`src/rtl/sfl_pkg.sv`:
```
package sfl_pkg;

    typedef struct packed {
        logic rate_hi;
        logic modem;
        logic d_in_b1;
    } sfl_cfg_t;

    typedef enum logic {
        CELL_FIRST  = 1'b0,
        CELL_SECOND = 1'b1
    } cell_half_e;

    // Line level of one half-cell: data level first, inverted level second.
    function automatic logic cell_level(input logic data_bit, input cell_half_e half);
        return data_bit ^ (half == CELL_SECOND);
    endfunction

endpackage

```
`src/rtl/sfl_frame_build.sv`:
```
module sfl_frame_build
    import sfl_pkg::*;
#(
    parameter int B_W = 8,
    localparam int FW = 2 * B_W + 4,
    localparam int LW = $clog2(FW + 1)
) (
    input  sfl_cfg_t          cfg,
    input  logic              sync_bit,
    input  logic              hk_bit,
    input  logic [B_W-1:0]    b1,
    input  logic [B_W-1:0]    b2,
    input  logic [B_W-1:0]    dch,
    output logic [FW-1:0]     word,
    output logic [LW-1:0]     len
);
    localparam int HALF = FW / 2;

    logic [B_W-1:0] b1_slot;
    logic [1:0]     dpos;

    always_comb begin
        b1_slot = cfg.d_in_b1 ? dch : b1;
        dpos    = cfg.d_in_b1 ? 2'b11 : dch[1:0];
        if (cfg.modem) begin
            if (cfg.rate_hi) word = {b1, b2, dch[3:0]};
            else             word = {b1, dch[1:0], {HALF{1'b0}}};
        end else begin
            if (cfg.rate_hi) word = {sync_bit, hk_bit, dpos[1], dpos[0], b1_slot, b2};
            else             word = {sync_bit, dpos[0], b1_slot, {HALF{1'b0}}};
        end
        len = cfg.rate_hi ? LW'(FW) : LW'(HALF);
    end

endmodule

```
`src/rtl/sfl_cell_seq.sv`:
```
module sfl_cell_seq
    import sfl_pkg::*;
#(
    parameter int FW = 20,
    localparam int LW = $clog2(FW + 1)
) (
    input  logic          clk,
    input  logic          rst,
    input  logic          half_en,
    input  logic [FW-1:0] word_in,
    input  logic [LW-1:0] len_in,
    output logic          sync_next,
    output logic          lvl,
    output logic          started,
    output logic          mark
);
    logic [FW-1:0] frame_q;
    logic [LW-1:0] len_q;
    logic [LW-1:0] idx_q;
    cell_half_e    ph_q;
    logic          lvl_q;
    logic          started_q;
    logic          mark_q;
    logic          sync_q;
    logic          last_cell;
    logic          load;

    assign last_cell = (ph_q == CELL_SECOND) && ((idx_q + LW'(1)) == len_q);
    assign load      = half_en && (!started_q || last_cell);
    assign sync_next = ~sync_q;

    always_ff @(posedge clk) begin
        if (rst) begin
            frame_q   <= '0;
            len_q     <= '0;
            idx_q     <= '0;
            ph_q      <= CELL_FIRST;
            lvl_q     <= 1'b0;
            started_q <= 1'b0;
            mark_q    <= 1'b0;
            sync_q    <= 1'b0;
        end else if (half_en) begin
            if (load) begin
                frame_q   <= word_in;
                len_q     <= len_in;
                idx_q     <= '0;
                ph_q      <= CELL_FIRST;
                lvl_q     <= cell_level(word_in[FW-1], CELL_FIRST);
                started_q <= 1'b1;
                mark_q    <= 1'b1;
                sync_q    <= ~sync_q;
            end else if (ph_q == CELL_FIRST) begin
                ph_q   <= CELL_SECOND;
                lvl_q  <= cell_level(frame_q[FW-1], CELL_SECOND);
                mark_q <= 1'b0;
            end else begin
                frame_q <= frame_q << 1;
                idx_q   <= idx_q + LW'(1);
                ph_q    <= CELL_FIRST;
                lvl_q   <= cell_level(frame_q[FW-2], CELL_FIRST);
                mark_q  <= 1'b0;
            end
        end
    end

    assign lvl     = lvl_q;
    assign started = started_q;
    assign mark    = mark_q;

    // no movement between strobes
    a_r2_hold_between_strobes: assert property (@(posedge clk) disable iff (rst)
        !half_en |=> ($stable(lvl_q) && $stable(mark_q)));

    // a strobe leaving the first half-cell always yields a level change
    a_r2_mid_transition: assert property (@(posedge clk) disable iff (rst)
        (half_en && started_q && ph_q == CELL_FIRST) |=> (lvl_q != $past(lvl_q)));

    // the latched frame only changes on a load
    a_r8_frame_held: assert property (@(posedge clk) disable iff (rst)
        (started_q && !load) |=> ($stable(len_q) && (idx_q <= len_q)));

    // the frame marker never covers a second half-cell
    a_r11_mark_first_half: assert property (@(posedge clk) disable iff (rst)
        mark_q |-> (ph_q == CELL_FIRST));

    // sync value flips on each frame boundary
    a_r7_sync_flip: assert property (@(posedge clk) disable iff (rst)
        load |=> (sync_q != $past(sync_q)));

endmodule

```
`src/rtl/sfl_line_tx.sv`:
```
module sfl_line_tx
    import sfl_pkg::*;
#(
    parameter int B_W     = 8,
    parameter int DIAG_W  = 8,
    parameter int DIS_BIT = 6,
    localparam int FW = 2 * B_W + 4,
    localparam int LW = $clog2(FW + 1)
) (
    input  logic              clk,
    input  logic              rst,
    input  logic              half_en,
    input  logic              rate_hi,
    input  logic              modem_mode,
    input  logic              d_in_b1,
    input  logic              hk_bit,
    input  logic [B_W-1:0]    b1_data,
    input  logic [B_W-1:0]    b2_data,
    input  logic [B_W-1:0]    d_data,
    input  logic              line_dis,
    input  logic [DIAG_W-1:0] diag_ctrl,
    output logic              tx_level,
    output logic              tx_active,
    output logic              frame_mark
);
    sfl_cfg_t      cfg;
    logic [FW-1:0] word;
    logic [LW-1:0] len;
    logic          sync_next;
    logic          cell_lvl;
    logic          started;
    logic          off;
    logic          unused_diag;

    assign cfg = '{rate_hi: rate_hi, modem: modem_mode, d_in_b1: d_in_b1};

    sfl_frame_build #(.B_W(B_W)) u_build (
        .cfg      (cfg),
        .sync_bit (sync_next),
        .hk_bit   (hk_bit),
        .b1       (b1_data),
        .b2       (b2_data),
        .dch      (d_data),
        .word     (word),
        .len      (len)
    );

    sfl_cell_seq #(.FW(FW)) u_seq (
        .clk       (clk),
        .rst       (rst),
        .half_en   (half_en),
        .word_in   (word),
        .len_in    (len),
        .sync_next (sync_next),
        .lvl       (cell_lvl),
        .started   (started),
        .mark      (frame_mark)
    );

    assign unused_diag = ^diag_ctrl;
    assign off         = line_dis | diag_ctrl[DIS_BIT];
    assign tx_active   = started & ~off;
    assign tx_level    = tx_active & cell_lvl;

endmodule

```
`config.mk`:
```
export PLATFORM = sky130hd
export DESIGN_NAME = sfl_line_tx
export DESIGN_NICKNAME = d
export VERILOG_FILES = /design/src/rtl/sfl_pkg.sv /design/src/rtl/sfl_frame_build.sv /design/src/rtl/sfl_cell_seq.sv /design/src/rtl/sfl_line_tx.sv
export SDC_FILE = /design/constraint.sdc
export NUM_CORES = 1
export LEC_CHECK = 0
export ABC_AREA = 1
export ABC_CLOCK_PERIOD_IN_PS = 1800
export BUFFER_PORTS_ARGS = -buffer_cell sky130_fd_sc_hd__buf_2
export CORE_MARGIN = 1.5
export CORE_UTILIZATION = 49
export CTS_BUF_LIST = sky130_fd_sc_hd__clkbuf_8 sky130_fd_sc_hd__clkbuf_16
export CTS_CLUSTER_DIAMETER = 150
export DETAILED_ROUTE_END_ITERATION = 7
export HOLD_SLACK_MARGIN = 0.12
export PLACE_DENSITY = 0.87
export RECOVER_POWER = 50
export SETUP_SLACK_MARGIN = 0.2
export SYNTH_ARGS = -nofsm -noshare
export SYNTH_HDL_FRONTEND = slang
export SYNTH_SLANG_ARGS = --single-unit
```
`constraint.sdc`:
```
create_clock -name clk -period 1.8 [get_ports clk]
set_clock_uncertainty 0.2 [all_clocks]
set_input_delay 0 -clock clk [delete_from_list [all_inputs] [get_ports clk]]
set_output_delay 0 -clock clk [all_outputs]
set_load 0.05 [all_outputs]
```
## Yosys cells after proc, flatten, opt, wreduce, memory -nomap -nowiden

Index checks and enable logic that the tools add are counted.

| storage, ports and cells | value |
|---|---|
| logic and storage cells | 38 |
| output and inout bits | 3 |
| input port bits | 40 |
| bits in registers | 35 |

| cells by class | value |
|---|---|
| equality and inequality tests | 1 |
| multiplexer cells | 15 |
| add/subtract/negate cells | 1 |
| bitwise logic cells | 6 |
| reduce and logical (&&, ||, !) cells | 7 |

Operators by type and width:

| cell | number |
|---|---|
| 2-to-1 mux 20 bit | 3 |
| 2-to-1 mux 19 bit | 1 |
| 2-to-1 mux 5 bit | 3 |
| 2-to-1 mux 12 bit | 1 |
| 2-to-1 mux 8 bit | 1 |
| adder 5 x 1 -> 5 bit, second input constant | 1 |
| == test 5 bit | 1 |
| 2-to-1 mux 1 bit | 5 |
| AND reduction 2 bit | 2 |
| inverter 1 bit | 3 |
| bitwise AND 1 bit | 2 |
| logical AND 1 bit | 2 |
| 2-to-1 mux 2 bit | 1 |
| nonzero test 2 bit | 1 |
| zero test 1 bit | 1 |
| logical OR 1 bit | 1 |
| bitwise OR 1 bit | 1 |

## Depth between registers and ports, before layout

| logic depth | value |
|---|---|
| word-level depth | 7 |
| mapped depth | 14 |
| mapped depth without buffers | 13 |

## Modules after synthesis

Synthesis repeated with hierarchy kept, for this count alone.

| second synthesis, totals | value |
|---|---|
| cell total of the unflattened synthesis | 374 |
| area total of the unflattened synthesis | 2,362.3 um^2 |

Modules (own cells, without submodules):

| module | sequential area each (um^2) | instances | cells an instance | area an instance (um^2) |
|---|---|---|---|---|
| sfl_cell_seq | 700.7 | 1 | 258 | 1,717.9 |
| sfl_frame_build | 0.0 | 1 | 111 | 623.1 |
| sfl_line_tx | 0.0 | 1 | 5 | 21.3 |

## Least setup slack after synthesis

Ideal clock, no wire load.

| timing path | value |
|---|---|
| kind | register to output |
| start | register u_seq.started_q (netlist: u_seq.started) |
| end | output tx_level |
| buffers on the path | 0 |
| setup slack | -544 ps |
| cell stages (with the launch flop) | 4 |
| data required time | 1,600 ps |
| arrival | 2,144 ps |
| cells stage by stage | dfxtp_1 inv_1 nor3_1 and2_1 |

| between the ends | value |
|---|---|
| longest elaborated chain between the ends | 2 |

RTL lines:

| what | RTL line | RTL |
|---|---|---|
| from (decl) | sfl_cell_seq.sv:22 | `logic started_q;` |
| from (signal assigned) | sfl_cell_seq.sv:39 | `started_q <= 1'b0;` |
| from (signal assigned) | sfl_cell_seq.sv:49 | `started_q <= 1'b1;` |
| bitwise AND 1 bit | sfl_line_tx.sv:62 | `assign tx_active = started & ~off;` |
| named net tx_active | sfl_line_tx.sv:23 | `output logic tx_active,` |
| bitwise AND 1 bit | sfl_line_tx.sv:63 | `assign tx_level = tx_active & cell_lvl;` |
| to (decl) | sfl_line_tx.sv:22 | `output logic tx_level,` |

The timed path passes the listed nets, and every way through them passes these cells.

## Worst setup path in the final report

| timing path | value |
|---|---|
| start | register u_seq.idx_q[1] |
| end | register u_seq.frame_q[1] |

| between the ends | value |
|---|---|
| longest elaborated chain between the ends | 7 |
| elaborated cells between the ends (all ways) | 8 |
| those cells by class | add/sub (1); eq/ne (1); mux (1); reduce/logical (5) |

RTL lines:

| what | RTL line | RTL |
|---|---|---|
| from (decl) | sfl_cell_seq.sv:19 | `logic [LW-1:0] idx_q;` |
| from (signal assigned) | sfl_cell_seq.sv:58 | `idx_q <= idx_q + LW'(1);` |
| adder 5 x 1 -> 5 bit (*) | sfl_cell_seq.sv:28 | `assign last_cell = (ph_q == CELL_SECOND) && ((idx_q + LW'(1)) == len_q);` |
| == test 5 bit (*) | sfl_cell_seq.sv:28 |  |
| logical AND 1 bit (*) | sfl_cell_seq.sv:28 |  |
| logical OR 1 bit (*) | sfl_cell_seq.sv:29 | `assign load = half_en && (!started_q \|\| last_cell);` |
| logical AND 1 bit (*) | sfl_cell_seq.sv:29 |  |
| nonzero test 2 bit (no source line) | -- |  |
| AND reduction 2 bit (no source line) | -- |  |
| to (signal assigned) | sfl_cell_seq.sv:44 | `frame_q <= word_in;` |
| to (signal assigned) | sfl_cell_seq.sv:57 | `frame_q <= frame_q << 1;` |
| to (decl) | sfl_cell_seq.sv:17 | `logic [FW-1:0] frame_q;` |

Every way passes the cells marked *; elsewhere a longest branch is shown, timed or not.
A chain may end at the register's enable or synchronous reset.

==> out/qor.yml <==
maxCapViolCount: 0
grt_first_pass_wirelength_mm: 10.8
r2r_slack_ns: -0.21
num_vias: 2660
finalMaxSlewViolations: 0
placeableCoreArea_um2: 3970
fin_area_um2: 2830
routedWlPerCell_um: 15.8
ir_worst_vdd_v: 0.000498
endpoint_kind: "flop"
routed_wl_mm: 7.09
finalCritPeriodShare: 1.12
powerDensity_nw_per_um2: 632
holdWs_ns: 0.109
finalCriticalPeriod_ns: 2.01
final_hold_viol_count: 0
std_cell_rows: 23
die-area_um2: 4520
die-height_um: 67.3
max_freq_mhz: 497
leakagePower_nw: 1.41
htreeDepth: 2
place.gp.congestion: 0.882
crit_type: "flop to flop"
violations: "negative setup slack"
arrival_ns: 1.99
nets: 438
antenna_found_initial: 0
drt_iter0_drc: 216
hold_path.class: "input port to flop"
portBuffers: 35
die_w_um: 67.3
timing.rr.start: "u_seq.idx_q[1]"
overflow: 0
async_flop_share: 0
setup_viol: 28
first_pass_iters: 6
vias_per_cell: 5.94
n_antenna_cell: 0
io_pins: 43
hold_end: "u_seq.frame_q[7]"
seq_area_frac_synth: 0.317
total_power_mw: 1.79
syn_inst: 323
slew_headroom: 0.606
grt_use_total: 0.316
ant_nets: 0
synth_edf_count: 0
finish.utilization: 0.713
grt_max_degree: 25
tns_ns: -3.71
cts_root_buffer: "clkbuf_8"
post_synth_num_cell_types: 32
start_util: 0.509
critPathRequiredTime_ns: 1.78
syn-cell-area_um2: 2020
grt_setup_unrepaired: "true"
cts_buffer_depth: 2
postPlaceCellArea_um2: 2300
nFillCells: 288
synth_flop_cell: "dfxtp_1"
tritoncts: "done"
place_ws_ns: -0.128
drc: 0
cts.clk_slew.worst_paths_ns: 0.07
avgSynthCellArea_um2: 6.26
setup_ws_ns: -0.211
placed_cells: 403
cts.sinks: 32
critPathLaunchType: "flop"
reg2reg_to: "u_seq.frame_q[1]"
drive_gt1_frac: 0.198
insertion_delay_ns: 0.29
cts_buffers: 5
tightestPinTransition_ns: 0.593
hold_start: "rst"
hold-path-cell-count: 5
status: "complete, but fails checks"
crit_fanout: 14
r2r_cells: 12
ys_ff_latch: 32
syn2layout_area_growth_pct: 39.9
synthesis.nets: 364
ys_warn_count: 0
fin_cells: 448
dpl.hpwl_mm: 3.54
first_global_vias: 2393
==> power by group <==
part,internal [mW],switching (mW),leakage [nW]
registers,0.737,0.0227,0.262
logic,0.192,0.264,1.10
clock network,0.300,0.273,0.0538
==> per-layer routing <==
| metal | GRT usage | wire, µm | vias up |
|---|---|---|---|
| met2 | 0.547 | 3430 | 209 |
| met5 | 0 | 0 | - |
| met4 | 0.163 | 420 | 0 |
| met3 | 0.0767 | 696 | 58 |
| li1 | - | - | 1211 |
| met1 | 0.359 | 2540 | 1182 |
==> placed cells by master (no fill, tap or decap), drive strengths merged, types with 5 or more instances in the layout <==
master	count
nand2	123
nand3	50
buf	49
dlygate4sd3	32
inv	32
dfxtp	32
o21ai	20
a21oi	11
clkbuf	10
o22ai	9
nor2	7
nand4	6
o221ai	5
==> critical path: stages (launching register included) <==
cell and delay (ns):
dfxtp_4 0.35, ha_4 0.23, or2_0 0.19, nand3_1 0.08
nand2_1 0.06, nor2_2 0.12, nand2_2 0.12, nand2_8 0.15
nand2_8 0.11, nand2_1 0.08, nand2_1 0.04, nand2_1 0.08
nand2_1 0.08
==> cell families after synthesis <==
family | share of synthesized area
AND/OR/NAND/NOR | 0.409
buffers and inverters | 0.117
AO/OA/AOI/OAI | 0.143
flip-flops | 0.317
XOR/XNOR | 0.00804
adder cells (fa/ha/maj) | 0.00618
==> state kept, by name, summed over array words and instances, names as in the netlist <==
register and flops:
u_seq.frame_q 20, u_seq.idx_q 5, u_seq.len_q 2, u_seq.lvl 1, u_seq.mark 1, u_seq.ph_q 1, u_seq.started 1, u_seq.sync_q 1
==> layout make-up <==
cell class	instances	area (µm²)	share of cell area
timing repair buffer	85	682	0.241
inverter	32	120	0.0424
clock inverter	2	7.51	0.00265
clock buffer	6	82.6	0.0292
tap	50	62.6	0.0221
sequential	32	649	0.229
multi-input combinational	241	1230	0.433
==> cell usage after synthesis, types with 2 or more instances <==
library cell  count  area share
a21oi_1          10       0.025
a22oi_1           2      0.0074
buf_1             2      0.0037
buf_2             5       0.012
buf_4             2      0.0074
buf_6             2       0.011
clkbuf_1          7       0.013
clkinv_1          2      0.0037
dfxtp_1          32        0.32
inv_1            29       0.054
nand2_1         119        0.22
nand3_1          49        0.12
nand4_1           6       0.019
nor2_1            7       0.013
o211ai_1          2      0.0074
o21ai_0          18       0.045
o21ai_1           2      0.0049
o221ai_1          5       0.022
o22ai_1           9       0.028
==> repair_timing <==
item,CTS,global route
buffers inserted,0,1
gates cloned,2,2
hold buffers,31,2
pin swaps,2,5
setup endpoints to repair,30,33
gates resized for setup,8,12
endpoints found under the hold margin,30,10
==> how the worst max path moves through the flow <==
stage                   start                end  slack, ns  depth (start not counted)
2_1_floorplan  u_seq.idx_q[1]   u_seq.frame_q[7]      -0.07                         13
3_3_place_gp   u_seq.idx_q[1]   u_seq.frame_q[9]      -0.08                         12
3_5_place_dp   u_seq.idx_q[1]   u_seq.frame_q[7]      -0.13                         12
4_1_cts        u_seq.idx_q[1]  u_seq.frame_q[18]      -0.11                         12
5_1_grt        u_seq.idx_q[1]  u_seq.frame_q[17]      -0.26                         12
6_report       u_seq.idx_q[1]   u_seq.frame_q[1]      -0.21                         12
No activity file was read; power rests on OpenSTA's default activity.
